==> config.mk <==
export PLATFORM = sky130hd
export DESIGN_NAME = dchain_dma_channel
export DESIGN_NICKNAME = d
export VERILOG_FILES = /design/src/rtl/dchain_pkg.sv /design/src/rtl/dchain_unit.sv /design/src/rtl/dchain_csr.sv /design/src/rtl/dchain_engine.sv /design/src/rtl/dchain_dma_channel.sv
export SDC_FILE = /design/constraint.sdc
export NUM_CORES = 1
export LEC_CHECK = 0
export BUFFER_PORTS_ARGS = -buffer_cell sky130_fd_sc_hd__buf_2
export CAP_MARGIN = 20
export CELL_PAD_IN_SITES_DETAIL_PLACEMENT = 0
export CELL_PAD_IN_SITES_GLOBAL_PLACEMENT = 1
export CORE_MARGIN = 2
export CORE_UTILIZATION = 45
export CTS_CLUSTER_DIAMETER = 120
export DETAILED_ROUTE_END_ITERATION = 8
export GPL_TIMING_DRIVEN = 0
export PLACE_DENSITY = 0.85
export SLEW_MARGIN = 20
export SYNTH_ARGS = -nofsm -noshare
export SYNTH_HDL_FRONTEND = slang
export SYNTH_HIERARCHICAL = 1
export SYNTH_SLANG_ARGS = --single-unit
==> constraint.sdc <==
create_clock -name clk -period 8.3 [get_ports clk]
set_input_delay 0.415 -clock clk [delete_from_list [all_inputs] [get_ports clk]]
set_output_delay 0.415 -clock clk [all_outputs]
set_load 0.02 [all_outputs]
==> src/rtl/dchain_pkg.sv <==
package dchain_pkg;
  localparam int WORD_W = 32;
  localparam int LEN_W  = 13;

  typedef enum logic [2:0] {
    ST_IDLE,
    ST_FETCH,
    ST_DECIDE,
    ST_READ,
    ST_WRITE,
    ST_DONE
  } eng_state_e;

  // command word fields
  localparam int C_INC_SRC  = 31;
  localparam int C_INC_TGT  = 30;
  localparam int C_FLOW_SRC = 29;
  localparam int C_FLOW_TGT = 28;
  localparam int C_START_IE = 22;
  localparam int C_END_IE   = 21;
  localparam int C_SWAP     = 18;
endpackage

==> src/rtl/dchain_unit.sv <==
module dchain_unit
  import dchain_pkg::*;
(
  input  logic [LEN_W-1:0]  len,
  input  logic [1:0]        width_code,
  input  logic [1:0]        burst_code,
  input  logic              swap,
  input  logic [WORD_W-1:0] rd_word,
  output logic [2:0]        unit_bytes,
  output logic [1:0]        unit_size,
  output logic [5:0]        burst_bytes,
  output logic [WORD_W-1:0] wr_word
);
  logic [2:0] width_bytes;

  always_comb begin
    case (width_code)
      2'd1:    width_bytes = 3'd1;
      2'd2:    width_bytes = 3'd2;
      default: width_bytes = 3'd4;
    endcase
    unit_bytes = (len >= LEN_W'(width_bytes)) ? width_bytes : 3'd1;
    case (unit_bytes)
      3'd1:    unit_size = 2'd0;
      3'd2:    unit_size = 2'd1;
      default: unit_size = 2'd2;
    endcase
    case (burst_code)
      2'd2:    burst_bytes = 6'd16;
      2'd3:    burst_bytes = 6'd32;
      default: burst_bytes = 6'd8;
    endcase
  end

  always_comb begin
    case (unit_bytes)
      3'd1:    wr_word = {24'd0, rd_word[7:0]};
      3'd2:    wr_word = swap ? {16'd0, rd_word[7:0], rd_word[15:8]}
                              : {16'd0, rd_word[15:0]};
      default: wr_word = swap ? {rd_word[7:0], rd_word[15:8], rd_word[23:16], rd_word[31:24]}
                              : rd_word;
    endcase
  end
endmodule

==> src/rtl/dchain_csr.sv <==
module dchain_csr (
  input  logic        clk,
  input  logic        rst_n,
  input  logic        wr_en,
  input  logic        wr_run,
  input  logic        wr_nofetch,
  input  logic        wr_stop_ie,
  input  logic [2:0]  wr_clr,
  input  logic        set_start,
  input  logic        set_end,
  input  logic        set_berr,
  input  logic        hw_stop,
  input  logic        eng_idle,
  input  logic        dreq,
  output logic        run,
  output logic        nofetch,
  output logic [31:0] ctrl_word,
  output logic        irq
);
  logic       run_q, run_d;
  logic       nofetch_q, nofetch_d;
  logic       stop_ie_q, stop_ie_d;
  logic [2:0] flag_q, flag_d;   // {end, start, bus error}
  logic       req_q;
  logic       stopped;

  always_comb begin
    run_d     = run_q;
    nofetch_d = nofetch_q;
    stop_ie_d = stop_ie_q;
    flag_d    = flag_q;
    if (wr_en) begin
      run_d     = wr_run;
      nofetch_d = wr_nofetch;
      stop_ie_d = wr_stop_ie;
      flag_d    = flag_q & ~wr_clr;
    end
    if (hw_stop) run_d = 1'b0;
    flag_d = flag_d | {set_end, set_start, set_berr};
  end

  always_ff @(posedge clk or negedge rst_n) begin
    if (!rst_n) begin
      run_q     <= 1'b0;
      nofetch_q <= 1'b0;
      stop_ie_q <= 1'b0;
      flag_q    <= 3'd0;
      req_q     <= 1'b0;
    end else begin
      run_q     <= run_d;
      nofetch_q <= nofetch_d;
      stop_ie_q <= stop_ie_d;
      flag_q    <= flag_d;
      req_q     <= dreq;
    end
  end

  assign stopped   = eng_idle & ~run_q;
  assign run       = run_q;
  assign nofetch   = nofetch_q;
  assign ctrl_word = {run_q, nofetch_q, stop_ie_q, 20'd0, req_q, 4'd0, stopped, flag_q};
  assign irq       = (|flag_q) | (stop_ie_q & stopped);


  stop_clears_run_chk: assert property (@(posedge clk) disable iff (!rst_n)
    hw_stop |=> !run_q);

  berr_latch_chk: assert property (@(posedge clk) disable iff (!rst_n)
    set_berr |=> (flag_q[0] && !run_q));

  start_src_chk: assert property (@(posedge clk) disable iff (!rst_n)
    $rose(flag_q[1]) |-> $past(set_start));
endmodule

==> src/rtl/dchain_engine.sv <==
module dchain_engine
  import dchain_pkg::*;
(
  input  logic              clk,
  input  logic              rst_n,
  input  logic              run,
  input  logic              nofetch,
  input  logic              dreq,
  input  logic              sw_we,
  input  logic [1:0]        sw_sel,
  input  logic [WORD_W-1:0] sw_wdata,
  input  logic [2:0]        unit_bytes,
  input  logic [1:0]        unit_size,
  input  logic [5:0]        burst_bytes,
  input  logic [WORD_W-1:0] unit_word,
  output logic              mem_req,
  output logic              mem_we,
  output logic [WORD_W-1:0] mem_addr,
  output logic [1:0]        mem_size,
  output logic [WORD_W-1:0] mem_wdata,
  input  logic              mem_ack,
  input  logic [WORD_W-1:0] mem_rdata,
  input  logic              mem_err,
  output logic [WORD_W-1:0] nxt_q,
  output logic [WORD_W-1:0] src_q,
  output logic [WORD_W-1:0] tgt_q,
  output logic [WORD_W-1:0] cmd_q,
  output logic              set_start,
  output logic              set_end,
  output logic              set_berr,
  output logic              hw_stop,
  output logic              idle
);
  eng_state_e        st_q, st_d;
  logic [1:0]        idx_q, idx_d;
  logic [WORD_W-1:0] fptr_q, fptr_d;
  logic [WORD_W-1:0] nxt_d, src_d, tgt_d, cmd_d;
  logic [WORD_W-1:0] data_q, data_d;
  logic [5:0]        burst_q, burst_d;
  logic [LEN_W-1:0]  len;
  logic              flow;

  assign len  = cmd_q[LEN_W-1:0];
  assign flow = cmd_q[C_FLOW_SRC] | cmd_q[C_FLOW_TGT];

  always_comb begin
    st_d = st_q; idx_d = idx_q; fptr_d = fptr_q;
    nxt_d = nxt_q; src_d = src_q; tgt_d = tgt_q; cmd_d = cmd_q;
    data_d = data_q; burst_d = burst_q;
    set_start = 1'b0; set_end = 1'b0; set_berr = 1'b0; hw_stop = 1'b0;

    if (sw_we) begin
      case (sw_sel)
        2'd0:    nxt_d = sw_wdata;
        2'd1:    src_d = sw_wdata;
        2'd2:    tgt_d = sw_wdata;
        default: cmd_d = sw_wdata;
      endcase
    end

    case (st_q)
      ST_IDLE: begin
        if (run) begin
          burst_d = 6'd0;
          if (nofetch) st_d = ST_DECIDE;
          else begin
            fptr_d = {nxt_q[WORD_W-1:4], 4'd0};
            idx_d  = 2'd0;
            st_d   = ST_FETCH;
          end
        end
      end
      ST_FETCH: begin
        if (mem_ack) begin
          if (mem_err) begin
            set_berr = 1'b1; hw_stop = 1'b1; st_d = ST_IDLE;
          end else begin
            case (idx_q)
              2'd0:    nxt_d = mem_rdata;
              2'd1:    src_d = mem_rdata;
              2'd2:    tgt_d = mem_rdata;
              default: begin
                cmd_d     = mem_rdata;
                set_start = mem_rdata[C_START_IE];
                burst_d   = 6'd0;
                st_d      = ST_DECIDE;
              end
            endcase
            idx_d = idx_q + 2'd1;
            if (!run) st_d = ST_IDLE;
          end
        end
      end
      ST_DECIDE: begin
        if (!run) st_d = ST_IDLE;
        else if (len == '0) st_d = ST_DONE;
        else if (flow && burst_q == 6'd0) begin
          if (dreq) begin
            burst_d = burst_bytes;
            st_d    = ST_READ;
          end
        end else st_d = ST_READ;
      end
      ST_READ: begin
        if (mem_ack) begin
          if (mem_err) begin
            set_berr = 1'b1; hw_stop = 1'b1; st_d = ST_IDLE;
          end else begin
            data_d = unit_word;
            st_d   = ST_WRITE;
          end
        end
      end
      ST_WRITE: begin
        if (mem_ack) begin
          if (mem_err) begin
            set_berr = 1'b1; hw_stop = 1'b1; st_d = ST_IDLE;
          end else begin
            if (cmd_q[C_INC_SRC]) src_d = src_q + WORD_W'(unit_bytes);
            if (cmd_q[C_INC_TGT]) tgt_d = tgt_q + WORD_W'(unit_bytes);
            cmd_d[LEN_W-1:0] = len - LEN_W'(unit_bytes);
            burst_d = (burst_q > 6'(unit_bytes)) ? burst_q - 6'(unit_bytes) : 6'd0;
            st_d    = ST_DECIDE;
          end
        end
      end
      ST_DONE: begin
        set_end = cmd_q[C_END_IE];
        if (!run) st_d = ST_IDLE;
        else if (nofetch || nxt_q[0]) begin
          hw_stop = 1'b1;
          st_d    = ST_IDLE;
        end else begin
          fptr_d = {nxt_q[WORD_W-1:4], 4'd0};
          idx_d  = 2'd0;
          st_d   = ST_FETCH;
        end
      end
      default: st_d = ST_IDLE;
    endcase
  end

  always_ff @(posedge clk or negedge rst_n) begin
    if (!rst_n) begin
      st_q <= ST_IDLE; idx_q <= 2'd0; fptr_q <= '0;
      nxt_q <= '0; src_q <= '0; tgt_q <= '0; cmd_q <= '0;
      data_q <= '0; burst_q <= 6'd0;
    end else begin
      st_q <= st_d; idx_q <= idx_d; fptr_q <= fptr_d;
      nxt_q <= nxt_d; src_q <= src_d; tgt_q <= tgt_d; cmd_q <= cmd_d;
      data_q <= data_d; burst_q <= burst_d;
    end
  end

  always_comb begin
    mem_req   = (st_q == ST_FETCH) || (st_q == ST_READ) || (st_q == ST_WRITE);
    mem_we    = (st_q == ST_WRITE);
    mem_wdata = data_q;
    case (st_q)
      ST_FETCH: begin mem_addr = fptr_q + {28'd0, idx_q, 2'b00}; mem_size = 2'd2; end
      ST_READ:  begin mem_addr = src_q; mem_size = unit_size; end
      default:  begin mem_addr = tgt_q; mem_size = unit_size; end
    endcase
  end

  assign idle = (st_q == ST_IDLE);


  req_hold_chk: assert property (@(posedge clk) disable iff (!rst_n)
    (mem_req && !mem_ack) |=> (mem_req && $stable(mem_addr) && $stable(mem_we)));

  nonzero_move_chk: assert property (@(posedge clk) disable iff (!rst_n)
    (mem_req && st_q != ST_FETCH) |-> (len != '0));

  size_fit_chk: assert property (@(posedge clk) disable iff (!rst_n)
    (mem_req && st_q != ST_FETCH) |-> (LEN_W'(unit_bytes) <= len));
endmodule

==> src/rtl/dchain_dma_channel.sv <==
module dchain_dma_channel
  import dchain_pkg::*;
#(
  parameter int CHAN = 0,
  parameter int AW   = 12
) (
  input  logic          clk,
  input  logic          rst_n,
  input  logic          reg_we,
  input  logic [AW-1:0] reg_addr,
  input  logic [31:0]   reg_wdata,
  output logic [31:0]   reg_rdata,
  output logic          mem_req,
  output logic          mem_we,
  output logic [31:0]   mem_addr,
  output logic [1:0]    mem_size,
  output logic [31:0]   mem_wdata,
  input  logic          mem_ack,
  input  logic [31:0]   mem_rdata,
  input  logic          mem_err,
  input  logic          dreq,
  output logic          irq
);
  localparam logic [AW-1:0] CTRL_ADDR = AW'(CHAN * 4);
  localparam logic [AW-5:0] DESC_TAG  = (AW-4)'((32'h200 + CHAN * 16) >> 4);

  logic [1:0] rst_sync_q;
  logic       rst_i_n;

  always_ff @(posedge clk or negedge rst_n) begin
    if (!rst_n) rst_sync_q <= 2'b00;
    else        rst_sync_q <= {rst_sync_q[0], 1'b1};
  end
  assign rst_i_n = rst_sync_q[1];

  logic        ctrl_hit, desc_hit;
  logic        run, nofetch;
  logic [31:0] ctrl_word, nxt_q, src_q, tgt_q, cmd_q, unit_word;
  logic [2:0]  unit_bytes;
  logic [1:0]  unit_size;
  logic [5:0]  burst_bytes;
  logic        set_start, set_end, set_berr, hw_stop, eng_idle;

  assign ctrl_hit = (reg_addr == CTRL_ADDR);
  assign desc_hit = (reg_addr[AW-1:4] == DESC_TAG) && (reg_addr[1:0] == 2'b00);

  dchain_unit u_unit (
    .len(cmd_q[LEN_W-1:0]), .width_code(cmd_q[15:14]), .burst_code(cmd_q[17:16]),
    .swap(cmd_q[C_SWAP]), .rd_word(mem_rdata),
    .unit_bytes(unit_bytes), .unit_size(unit_size), .burst_bytes(burst_bytes),
    .wr_word(unit_word)
  );

  dchain_csr u_csr (
    .clk(clk), .rst_n(rst_i_n),
    .wr_en(reg_we && ctrl_hit), .wr_run(reg_wdata[31]), .wr_nofetch(reg_wdata[30]),
    .wr_stop_ie(reg_wdata[29]), .wr_clr(reg_wdata[2:0]),
    .set_start(set_start), .set_end(set_end), .set_berr(set_berr), .hw_stop(hw_stop),
    .eng_idle(eng_idle), .dreq(dreq),
    .run(run), .nofetch(nofetch), .ctrl_word(ctrl_word), .irq(irq)
  );

  dchain_engine u_engine (
    .clk(clk), .rst_n(rst_i_n), .run(run), .nofetch(nofetch), .dreq(dreq),
    .sw_we(reg_we && desc_hit), .sw_sel(reg_addr[3:2]), .sw_wdata(reg_wdata),
    .unit_bytes(unit_bytes), .unit_size(unit_size), .burst_bytes(burst_bytes),
    .unit_word(unit_word),
    .mem_req(mem_req), .mem_we(mem_we), .mem_addr(mem_addr), .mem_size(mem_size),
    .mem_wdata(mem_wdata), .mem_ack(mem_ack), .mem_rdata(mem_rdata), .mem_err(mem_err),
    .nxt_q(nxt_q), .src_q(src_q), .tgt_q(tgt_q), .cmd_q(cmd_q),
    .set_start(set_start), .set_end(set_end), .set_berr(set_berr), .hw_stop(hw_stop),
    .idle(eng_idle)
  );

  always_comb begin
    reg_rdata = 32'd0;
    if (ctrl_hit) reg_rdata = ctrl_word;
    else if (desc_hit) begin
      case (reg_addr[3:2])
        2'd0:    reg_rdata = nxt_q;
        2'd1:    reg_rdata = src_q;
        2'd2:    reg_rdata = tgt_q;
        default: reg_rdata = cmd_q;
      endcase
    end
  end
endmodule

==> report_table.html, run 1 <==
<table>
<tr><th>Metric</th><th>Value</th></tr>
<tr><th colspan="2">Hold path</th></tr>
<tr><td>Class of the worst hold path</td><td>primary input to flop</td></tr>
<tr><td>Hold-critical path endpoint</td><td>u_csr/req_q</td></tr>
<tr><td>Cell depth of the worst hold path</td><td>1</td></tr>
<tr><td>Beginning of the worst hold path</td><td>dreq</td></tr>
<tr><th colspan="2">Final layout</th></tr>
<tr><td>Layout overhead on the synthesized area</td><td>16.49%</td></tr>
<tr><td>Post-Route Utilization</td><td>0.5306</td></tr>
<tr><td>Filler Cell Count</td><td>3,286</td></tr>
<tr><td>Fraction of layout cells with a size suffix above 1</td><td>0.2557</td></tr>
<tr><td>Non-filler cells in the finished layout</td><td>2,465</td></tr>
<tr><td>Highest-count cells in the layout ignoring fill and taps</td><td>sky130_fd_sc_hd__nand2_1, sky130_fd_sc_hd__buf_2, sky130_fd_sc_hd__dfrtp_1</td></tr>
<tr><td>Number of nets at the end of the flow</td><td>2,096</td></tr>
<tr><td>Multi-input logic area</td><td>0.009512 mm²</td></tr>
<tr><td>Diodes inserted</td><td>0</td></tr>
<tr><td>Footprint of the flip-flops and latches</td><td>0.005209 mm²</td></tr>
<tr><td>Most common library cell in the layout ignoring fill and taps</td><td>sky130_fd_sc_hd__nand2_1</td></tr>
<tr><th colspan="2">Timing</th></tr>
<tr><td>Final setup viols</td><td>0</td></tr>
<tr><td>Final Slew Violations</td><td>0</td></tr>
<tr><td>Unrepaired setup endpoints after global routing</td><td>no</td></tr>
<tr><td>Top achievable clock speed</td><td>176.8 MHz</td></tr>
<tr><td>Maximum clock skew at final layout</td><td>0.03875 ns</td></tr>
<tr><td>Final-report hold violation count</td><td>0</td></tr>
<tr><td>Ratio of final minimum period to clock period</td><td>0.6815</td></tr>
<tr><td>Hold_ws</td><td>0.01586 ns</td></tr>
<tr><td>Minimum clock period</td><td>5.657 ns</td></tr>
<tr><td>Setup TNS</td><td>0 ns</td></tr>
<tr><td>Max-slew headroom</td><td>0.2020</td></tr>
<tr><td>Least-Margin Pin Slew</td><td>1.197 ns</td></tr>
<tr><th colspan="2">Synth</th></tr>
<tr><td>Synthesized netlist cell count</td><td>1,749</td></tr>
<tr><td>YS warnings</td><td>6</td></tr>
<tr><td>Count of distinct cell types in the synthesized netlist</td><td>86</td></tr>
<tr><td>Number of flip-flops and latches in the synthesized netlist</td><td>208</td></tr>
<tr><td>Post-synthesis sequential area ratio</td><td>0.3325</td></tr>
<tr><td>Syn avg cell area</td><td>8.952 µm²</td></tr>
<tr><td>Netlist area before placement</td><td>0.01566 mm²</td></tr>
<tr><td>Post-synth ARST share</td><td>1.000</td></tr>
<tr><td>Most used flip-flop cell after synthesis</td><td>sky130_fd_sc_hd__dfrtp_1</td></tr>
<tr><td>EDFF count, synth</td><td>0</td></tr>
<tr><th colspan="2">Worst setup path</th></tr>
<tr><td>Arrival @ worst endpoint</td><td>6.08 ns</td></tr>
<tr><td>Crit-path max FO</td><td>10</td></tr>
<tr><td>R2R cell count</td><td>17</td></tr>
<tr><td>RR Endpoint</td><td>u_engine/src_q[26]</td></tr>
<tr><td>Start point of the critical path</td><td>u_engine/cmd_q[14]</td></tr>
<tr><td>Worst R2R Setup Slack</td><td>2.64 ns</td></tr>
<tr><td>Crit Path Category</td><td>flop to flop</td></tr>
<tr><td>Critical path data required time</td><td>8.73 ns</td></tr>
<tr><td>Source of the worst register-to-register timing path</td><td>u_engine/cmd_q[14]</td></tr>
<tr><td>Worst setup SP type</td><td>flop</td></tr>
<tr><td>Crit. End Element</td><td>flop</td></tr>
<tr><th colspan="2">Clocking</th></tr>
<tr><td>Root cell of the clock tree</td><td>sky130_fd_sc_hd__clkbuf_16</td></tr>
<tr><td>TritonCTS clock tree</td><td>yes</td></tr>
<tr><td>Latest clock arrival within the worst-skew pair</td><td>0.58 ns</td></tr>
<tr><td>Buffers inserted during post-CTS setup optimization</td><td>0</td></tr>
<tr><td>Clock transition at path regs</td><td>0.06 ns</td></tr>
<tr><td>Hold Buf Count CTS</td><td>1</td></tr>
<tr><td>Post-CTS sizing</td><td>0</td></tr>
<tr><td>H-tree depth reported by CTS</td><td>1</td></tr>
<tr><td>Clock sink count</td><td>208</td></tr>
<tr><td>Max Root-Sink Buffers</td><td>3</td></tr>
<tr><td>Total clock buffers created by CTS</td><td>27</td></tr>
<tr><th colspan="2">Pwr</th></tr>
<tr><td>Power Density</td><td>252.2 mW/mm²</td></tr>
<tr><td>Leakage</td><td>8.209 nW</td></tr>
<tr><td>Largest voltage drop on the vdd net</td><td>182.7 µV</td></tr>
<tr><th colspan="2">Global route</th></tr>
<tr><td>Antenna violations before repair</td><td>0</td></tr>
<tr><td>Overflow left after global routing</td><td>0</td></tr>
<tr><td>Pin count of the biggest net entering global routing</td><td>47</td></tr>
<tr><td>Wire length of the first global-routing pass</td><td>100,000 µm</td></tr>
<tr><td>Via count of the first global-routing pass</td><td>15,236</td></tr>
<tr><td>Combined global-route utilization of all metal layers</td><td>0.3734</td></tr>
<tr><th colspan="2">Job</th></tr>
<tr><td>Maximum Capacitance Violations</td><td>0</td></tr>
<tr><th colspan="2">Placed design</th></tr>
<tr><td>I/O Buffers</td><td>181</td></tr>
<tr><td>Placer Congestion</td><td>0.9699</td></tr>
<tr><td>Half-perimeter wire length after placement</td><td>49,780 µm</td></tr>
<tr><td>Placed Instances</td><td>2,414</td></tr>
<tr><th colspan="2">Detailed routing</th></tr>
<tr><td>Final WL</td><td>68,590 µm</td></tr>
<tr><td>DR DRC count</td><td>0</td></tr>
<tr><td>Mean number of vias per cell</td><td>6.426</td></tr>
<tr><td>Initial DRT Pass Iterations</td><td>8</td></tr>
<tr><td>Via count</td><td>15,839</td></tr>
<tr><td>DRT antenna net count</td><td>0</td></tr>
<tr><td>Routed len/inst</td><td>27.82 µm</td></tr>
<tr><td>DRC violation total after the first TritonRoute iteration</td><td>2,023</td></tr>
<tr><th colspan="2">Die</th></tr>
<tr><td>Initial core utilization</td><td>0.4555</td></tr>
<tr><td>Core outline area</td><td>0.03437 mm²</td></tr>
<tr><td>Number of cell rows</td><td>68</td></tr>
<tr><td>Die height</td><td>190.5 µm</td></tr>
<tr><td>Overall die area</td><td>0.03630 mm²</td></tr>
<tr><td># IOs</td><td>183</td></tr>
<tr><td>Die extent in x</td><td>190.5 µm</td></tr>
<tr><th colspan="2">Outcome</th></tr>
<tr><td>Result of the run</td><td>finished clean</td></tr>
</table>
## stage by stage
stage          cell area [µm²]  setup WS (ns)  total power [W]
5_1_grt                  18240          2.487         0.004811
4_1_cts                  18240          2.842         0.004536
3_3_place_gp             17230         -1.000         0.003268
6_report                 18240          2.643         0.004599
2_1_floorplan            15750          2.075         0.002703
3_5_place_dp             17330          2.884         0.003322
## synthesized netlist by cell type, drive strengths merged (4+ instances only)
cell	instances	area (µm²)
and3b	4	35.03
nor3b	6	61.31
xnor2	30	262.8
or3	4	25.02
mux2i	143	1431
nand4	13	93.84
fa	4	80.08
a21oi	129	645.6
a21o	6	45.04
and2	9	56.31
or2	5	31.28
ha	21	262.8
dfrtp	208	5205
nor2	93	371.6
nor4	12	100.1
clkbuf	48	186.4
xor2	24	210.2
nand3	32	177.7
and4	4	35.03
nand2b	5	31.28
o31ai	4	30.03
a311oi	9	78.83
mux2	145	1764
nor3	33	197.7
a2bb2oi	4	35.03
a22o	9	78.83
o211ai	10	80.07
nand2	278	1044
a31oi	6	37.54
o221ai	28	251.5
inv	35	131.4
o21ai	142	718.2
a22oi	37	327.8
and3	19	120.1
nor2b	11	68.82
a221o	26	260.3
a211oi	5	37.54
buf	107	715.7
## per-layer routing
layer / part of all wire / track usage / vias up
met1: 0.40 / 0.4992 / 7750
met2: 0.42 / 0.5565 / 1102
met3: 0.11 / 0.08208 / 224
li1: - / - / 6763
met5: 0 / 0 / -
met4: 0.066 / 0.2138 / 0
## report_power, final
group / switching [W] / internal [W] / leakage (nW)
clock network: 0.000501 / 0.000712 / 0.442
logic: 0.00112 / 0.000725 / 4.98
registers: 0.000315 / 0.00123 / 2.79
total: 0.00193 / 0.00267 / 8.21
## area by class of cell
cell class                 instances  area share
multi-input combinational       1376      0.5215
sequential                       208      0.2856
timing repair buffer             186     0.05585
buffer                           155     0.04946
clock buffer                      38     0.04260
tap                              455     0.03122
inverter                          35    0.007204
clock inverter                    12    0.006518
## worst max-delay path by stage
stage | end | slack [ns] | depth (start not counted)
6_report | u_engine/src_q[26] | 2.64 | 17
3_5_place_dp | u_engine/src_q[26] | 2.88 | 17
5_1_grt | u_engine/src_q[26] | 2.49 | 17
3_3_place_gp | u_engine/burst_q[0] | -1.00 | 0
2_1_floorplan | u_csr/flag_q[0] | 2.07 | 0
4_1_cts | u_engine/src_q[26] | 2.84 | 17
## state kept, by name, indices dropped and copies added, names as in the netlist
| register | flops |
|---|---|
| u_engine/cmd_q | 32 |
| u_engine/mem_wdata | 32 |
| u_engine/nxt_q | 32 |
| u_engine/src_q | 32 |
| u_engine/tgt_q | 32 |
| u_engine/fptr_q | 28 |
| u_engine/burst_q | 6 |
| u_csr/flag_q | 3 |
| u_engine/st_q | 3 |
| rst_sync_q | 2 |
| u_engine/idx_q | 2 |
| u_csr/nofetch | 1 |
| u_csr/req_q | 1 |
| u_csr/run | 1 |
| u_csr/stop_ie_q | 1 |
## critical path: stages (launching register included)
cell and delay [ns]:
sky130_fd_sc_hd__dfrtp_1 0.44, sky130_fd_sc_hd__inv_1 0.07, sky130_fd_sc_hd__ha_1 0.43, sky130_fd_sc_hd__inv_1 0.17
sky130_fd_sc_hd__ha_1 0.30, sky130_fd_sc_hd__o21ai_0 0.07, sky130_fd_sc_hd__a21oi_1 0.28, sky130_fd_sc_hd__nor2_1 0.13
sky130_fd_sc_hd__buf_2 0.21, sky130_fd_sc_hd__nor2_1 0.68, sky130_fd_sc_hd__inv_1 0.39, sky130_fd_sc_hd__fa_1 0.55
sky130_fd_sc_hd__nor2b_1 0.27, sky130_fd_sc_hd__o21ai_0 0.28, sky130_fd_sc_hd__nor4_1 0.59, sky130_fd_sc_hd__and3_1 0.25
sky130_fd_sc_hd__xor2_1 0.07, sky130_fd_sc_hd__a221o_1 0.30
## kinds of logic after synthesis
kind of cell,Yosys count,share of synthesized area
buffers and inverters,190,0.06601
xor gates and xnor gates,54,0.03021
adders and majority gates,25,0.02190
and+or+nand+nor,537,0.1610
AOI/OAI and AO/OA,444,0.1836
other,3,0.0007192
DFF,208,0.3325
muxes,288,0.2041
(Power assumes the default switching activity.)
==> run 2: changes to the inputs <==
ABC_AREA = 1   (was unset)
CORE_UTILIZATION = 43   (was 45)
PLACE_DENSITY = 0.87   (was 0.85)
clock period = 5.4 ns   (was 8.3 ns; I/O delays follow)
==> report_table.html, run 2 <==
<table>
<tr><th>Metric</th><th>Value</th></tr>
<tr><th colspan="2">Timing</th></tr>
<tr><td>Final Worst Setup Slack</td><td>0.7634 ns</td></tr>
<tr><td>Final Slew Violations</td><td>0</td></tr>
<tr><td>Ratio of final minimum period to clock period</td><td>0.8586</td></tr>
<tr><td>Top achievable clock speed</td><td>215.7 MHz</td></tr>
<tr><td>Least-Margin Pin Slew</td><td>1.179 ns</td></tr>
<tr><td>Final-report hold violation count</td><td>0</td></tr>
<tr><td>Unrepaired setup endpoints after global routing</td><td>no</td></tr>
<tr><td>Minimum clock period</td><td>4.637 ns</td></tr>
<tr><td>Final setup viols</td><td>0</td></tr>
<tr><td>Maximum clock skew at final layout</td><td>0.01226 ns</td></tr>
<tr><td>Setup TNS</td><td>0 ns</td></tr>
<tr><td>Max-slew headroom</td><td>0.2142</td></tr>
<tr><th colspan="2">Detailed routing</th></tr>
<tr><td>DR DRC count</td><td>0</td></tr>
<tr><td>Initial DRT Pass Iterations</td><td>6</td></tr>
<tr><td>DRT antenna net count</td><td>0</td></tr>
<tr><td>DRC violation total after the first TritonRoute iteration</td><td>2,220</td></tr>
<tr><td>Routed len/inst</td><td>25.80 µm</td></tr>
<tr><td>Final WL</td><td>85,570 µm</td></tr>
<tr><td>Via count</td><td>19,467</td></tr>
<tr><td>Mean number of vias per cell</td><td>5.871</td></tr>
<tr><th colspan="2">Synth</th></tr>
<tr><td>Synthesized netlist cell count</td><td>2,530</td></tr>
<tr><td>Count of distinct cell types in the synthesized netlist</td><td>54</td></tr>
<tr><td>Post-synth ARST share</td><td>1.000</td></tr>
<tr><td>EDFF count, synth</td><td>0</td></tr>
<tr><td>Combinational family with the most area after synthesis</td><td>simple AND/OR/NAND/NOR gates</td></tr>
<tr><td>Share of synthesized cell area in and, or, nand and nor gates</td><td>0.3324</td></tr>
<tr><td>Adder-cell share of the synthesized area</td><td>0.02064</td></tr>
<tr><td>Library cell with the largest summed area after synthesis</td><td>sky130_fd_sc_hd__dfrtp_1</td></tr>
<tr><td>Share of cell area taken by muxes after synthesis</td><td>0.02230</td></tr>
<tr><td>Most used flip-flop cell after synthesis</td><td>sky130_fd_sc_hd__dfrtp_1</td></tr>
<tr><td>Number of flip-flops and latches in the synthesized netlist</td><td>208</td></tr>
<tr><td>Synth Area in XOR/XNOR</td><td>0.01107</td></tr>
<tr><td>Netlist area before placement</td><td>0.01661 mm²</td></tr>
<tr><td>Area fraction in compound gates after synthesis</td><td>0.1846</td></tr>
<tr><td>Leading post-synthesis cells by cell area</td><td>sky130_fd_sc_hd__dfrtp_1, sky130_fd_sc_hd__nand2_1, sky130_fd_sc_hd__o21ai_0</td></tr>
<tr><td>Post-synthesis sequential area ratio</td><td>0.3134</td></tr>
<tr><td>Syn avg cell area</td><td>6.565 µm²</td></tr>
<tr><td>Top cell types by occurrence after synthesis</td><td>sky130_fd_sc_hd__nand2_1, sky130_fd_sc_hd__o21ai_0, sky130_fd_sc_hd__inv_1, sky130_fd_sc_hd__nor2_1, sky130_fd_sc_hd__dfrtp_1</td></tr>
<tr><td>Synth top area share</td><td>0.3134</td></tr>
<tr><td>Leading cell type by number of instances after synthesis</td><td>sky130_fd_sc_hd__nand2_1</td></tr>
<tr><td>YS warnings</td><td>6</td></tr>
<tr><th colspan="2">Final layout</th></tr>
<tr><td>Most common library cell in the layout ignoring fill and taps</td><td>sky130_fd_sc_hd__nand2_1</td></tr>
<tr><td>Number of nets at the end of the flow</td><td>2,890</td></tr>
<tr><td>Fraction of layout cells with a size suffix above 1</td><td>0.1510</td></tr>
<tr><td>Layout overhead on the synthesized area</td><td>17.22%</td></tr>
<tr><td>Finished Cell Area</td><td>0.01947 mm²</td></tr>
<tr><td>Highest-count cells in the layout ignoring fill and taps</td><td>sky130_fd_sc_hd__nand2_1, sky130_fd_sc_hd__o21ai_0, sky130_fd_sc_hd__inv_1</td></tr>
<tr><td>Filler Cell Count</td><td>3,958</td></tr>
<tr><th colspan="2">Job</th></tr>
<tr><td>Maximum Capacitance Violations</td><td>0</td></tr>
<tr><th colspan="2">Clocking</th></tr>
<tr><td>Post-CTS sizing</td><td>0</td></tr>
<tr><td>H-tree depth reported by CTS</td><td>1</td></tr>
<tr><td>Clock transition at path regs</td><td>0.06 ns</td></tr>
<tr><td>Total clock buffers created by CTS</td><td>27</td></tr>
<tr><td>Clock sink count</td><td>208</td></tr>
<tr><td>Latest clock arrival within the worst-skew pair</td><td>0.57 ns</td></tr>
<tr><td>TritonCTS clock tree</td><td>yes</td></tr>
<tr><td>Root cell of the clock tree</td><td>sky130_fd_sc_hd__clkbuf_16</td></tr>
<tr><td>Max Root-Sink Buffers</td><td>3</td></tr>
<tr><th colspan="2">Die</th></tr>
<tr><td>Initial core utilization</td><td>0.4389</td></tr>
<tr><td>Die extent in x</td><td>200.5 µm</td></tr>
<tr><td>Overall die area</td><td>0.04021 mm²</td></tr>
<tr><td>Number of cell rows</td><td>71</td></tr>
<tr><td>Die height</td><td>200.5 µm</td></tr>
<tr><td># IOs</td><td>183</td></tr>
<tr><td>Core outline area</td><td>0.03784 mm²</td></tr>
<tr><th colspan="2">Global route</th></tr>
<tr><td>Combined global-route utilization of all metal layers</td><td>0.4157</td></tr>
<tr><td>Antenna violations before repair</td><td>5</td></tr>
<tr><td>Pin count of the biggest net entering global routing</td><td>52</td></tr>
<tr><td>Wire length of the first global-routing pass</td><td>122,400 µm</td></tr>
<tr><td>Via count of the first global-routing pass</td><td>18,829</td></tr>
<tr><td>Overflow left after global routing</td><td>0</td></tr>
<tr><th colspan="2">Worst setup path</th></tr>
<tr><td>Crit-path max FO</td><td>10</td></tr>
<tr><td>Critical path data required time</td><td>5.86 ns</td></tr>
<tr><td>Arrival @ worst endpoint</td><td>5.09 ns</td></tr>
<tr><td>Crit Path Category</td><td>flop to flop</td></tr>
<tr><td>Worst R2R Setup Slack</td><td>0.76 ns</td></tr>
<tr><td>Worst setup SP type</td><td>flop</td></tr>
<tr><td>Crit. End Element</td><td>flop</td></tr>
<tr><th colspan="2">Placed design</th></tr>
<tr><td>Post-placement worst setup slack</td><td>0.8898 ns</td></tr>
<tr><td>Half-perimeter wire length after placement</td><td>67,920 µm</td></tr>
<tr><td>Placer Congestion</td><td>1.017</td></tr>
<tr><td>I/O Buffers</td><td>182</td></tr>
<tr><td>Placed Instance Area</td><td>0.01835 mm²</td></tr>
<tr><th colspan="2">Pwr</th></tr>
<tr><td>Largest voltage drop on the vdd net</td><td>305.1 µV</td></tr>
<tr><td>Leakage</td><td>9.716 nW</td></tr>
<tr><td>Power Density</td><td>471.4 mW/mm²</td></tr>
<tr><th colspan="2">Outcome</th></tr>
<tr><td>Result of the run</td><td>finished clean</td></tr>
<tr><th colspan="2">Hold path</th></tr>
<tr><td>Class of the worst hold path</td><td>primary input to flop</td></tr>
</table>
==> run 2: logic make-up after synthesis <==
kind of cell / count (synthesis)
and+or+nand+nor: 1285
AOI/OAI and AO/OA: 521
buffers and inverters: 434
DFF: 208
muxes: 33
adders and majority gates: 25
xor gates and xnor gates: 21
other: 3
==> run 2: worst max-delay path, cell delays in order, from the launching register on <==
cell	delay [ns]
sky130_fd_sc_hd__dfrtp_1	0.49
sky130_fd_sc_hd__inv_1	0.08
sky130_fd_sc_hd__ha_1	0.44
sky130_fd_sc_hd__inv_1	0.08
sky130_fd_sc_hd__ha_1	0.30
sky130_fd_sc_hd__nand2_1	0.05
sky130_fd_sc_hd__a21oi_1	0.13
sky130_fd_sc_hd__nor2_1	0.08
sky130_fd_sc_hd__nand2_2	0.14
sky130_fd_sc_hd__buf_2	0.26
sky130_fd_sc_hd__nand2_1	0.07
sky130_fd_sc_hd__inv_1	0.34
sky130_fd_sc_hd__inv_1	0.32
sky130_fd_sc_hd__fa_1	0.55
sky130_fd_sc_hd__o21ai_2	0.29
sky130_fd_sc_hd__nand2_1	0.15
sky130_fd_sc_hd__nor2_2	0.35
sky130_fd_sc_hd__nand3_1	0.12
sky130_fd_sc_hd__nand2_1	0.09
sky130_fd_sc_hd__nand2_1	0.05
sky130_fd_sc_hd__nand2_1	0.06
sky130_fd_sc_hd__nand2_1	0.05
==> run 2: per-stage QoR <==
stage | hold slack, ns | util | power [W] | instances
after floorplan | -0.02559 | - | 0.005342 | 2555
after global placement | 0.05440 | 0.4824 | 0.006898 | 3248
after detailed placement | 0.05771 | 0.4850 | 0.006980 | 3252
after CTS | 0.0007225 | 0.5143 | 0.009042 | 3313
after global routing | 0.01509 | 0.5143 | 0.009669 | 3313
final | 0.01217 | 0.5145 | 0.009178 | 3316
==> run 2: repair_timing <==
item | 4_1_cts | 5_1_grt
hold buffers | 13 | 0
endpoints found under the hold margin | 14 | 0
buffers inserted | 0 | 0
setup endpoints to repair | 0 | 0
==> run 2: power by group <==
group	leakage [nW]	switching (W)	internal (W)
Clock	0.467	0.000789	0.00126
Combinational	6.54	0.00300	0.00141
Sequential	2.71	0.000690	0.00204
==> run 2: metal layers <==
| metal | up-vias | global-route usage | part of all wire |
|---|---|---|---|
| met4 | 0 | 0.2675 | 0.073 |
| met3 | 270 | 0.09594 | 0.10 |
| li1 | 8778 | - | - |
| met2 | 1217 | 0.6496 | 0.44 |
| met1 | 9202 | 0.5179 | 0.38 |
| met5 | - | 0 | 0 |
==> run 2: final timing paths <==
kind	startpoint	cells past startpoint	endpoint
max in group asynchronous	rst_sync_q[1]	2	u_engine/fptr_q[27]
worst max register to register	u_engine/cmd_q[14]	21	u_engine/src_q[30]
worst max-delay path	u_engine/cmd_q[14]	21	u_engine/src_q[30]
worst min register to register	rst_sync_q[1]	0	u_engine/cmd_q[3]
min in group asynchronous	rst_n	2	rst_sync_q[1]
worst min-delay path	reg_wdata[9]	3	u_engine/nxt_q[9]
==> run 2: final cells by class <==
type                       instances  area, µm²  share of cell area
multi-input combinational       1913       9590              0.4926
sequential                       208       5209              0.2675
timing repair buffer             199       1136             0.05835
inverter                         273       1032             0.05302
buffer                           161      875.8             0.04498
clock buffer                      34      742.0             0.03811
tap                              511      639.4             0.03284
clock inverter                    14      237.7             0.01221
antenna                            3      7.507           0.0003856
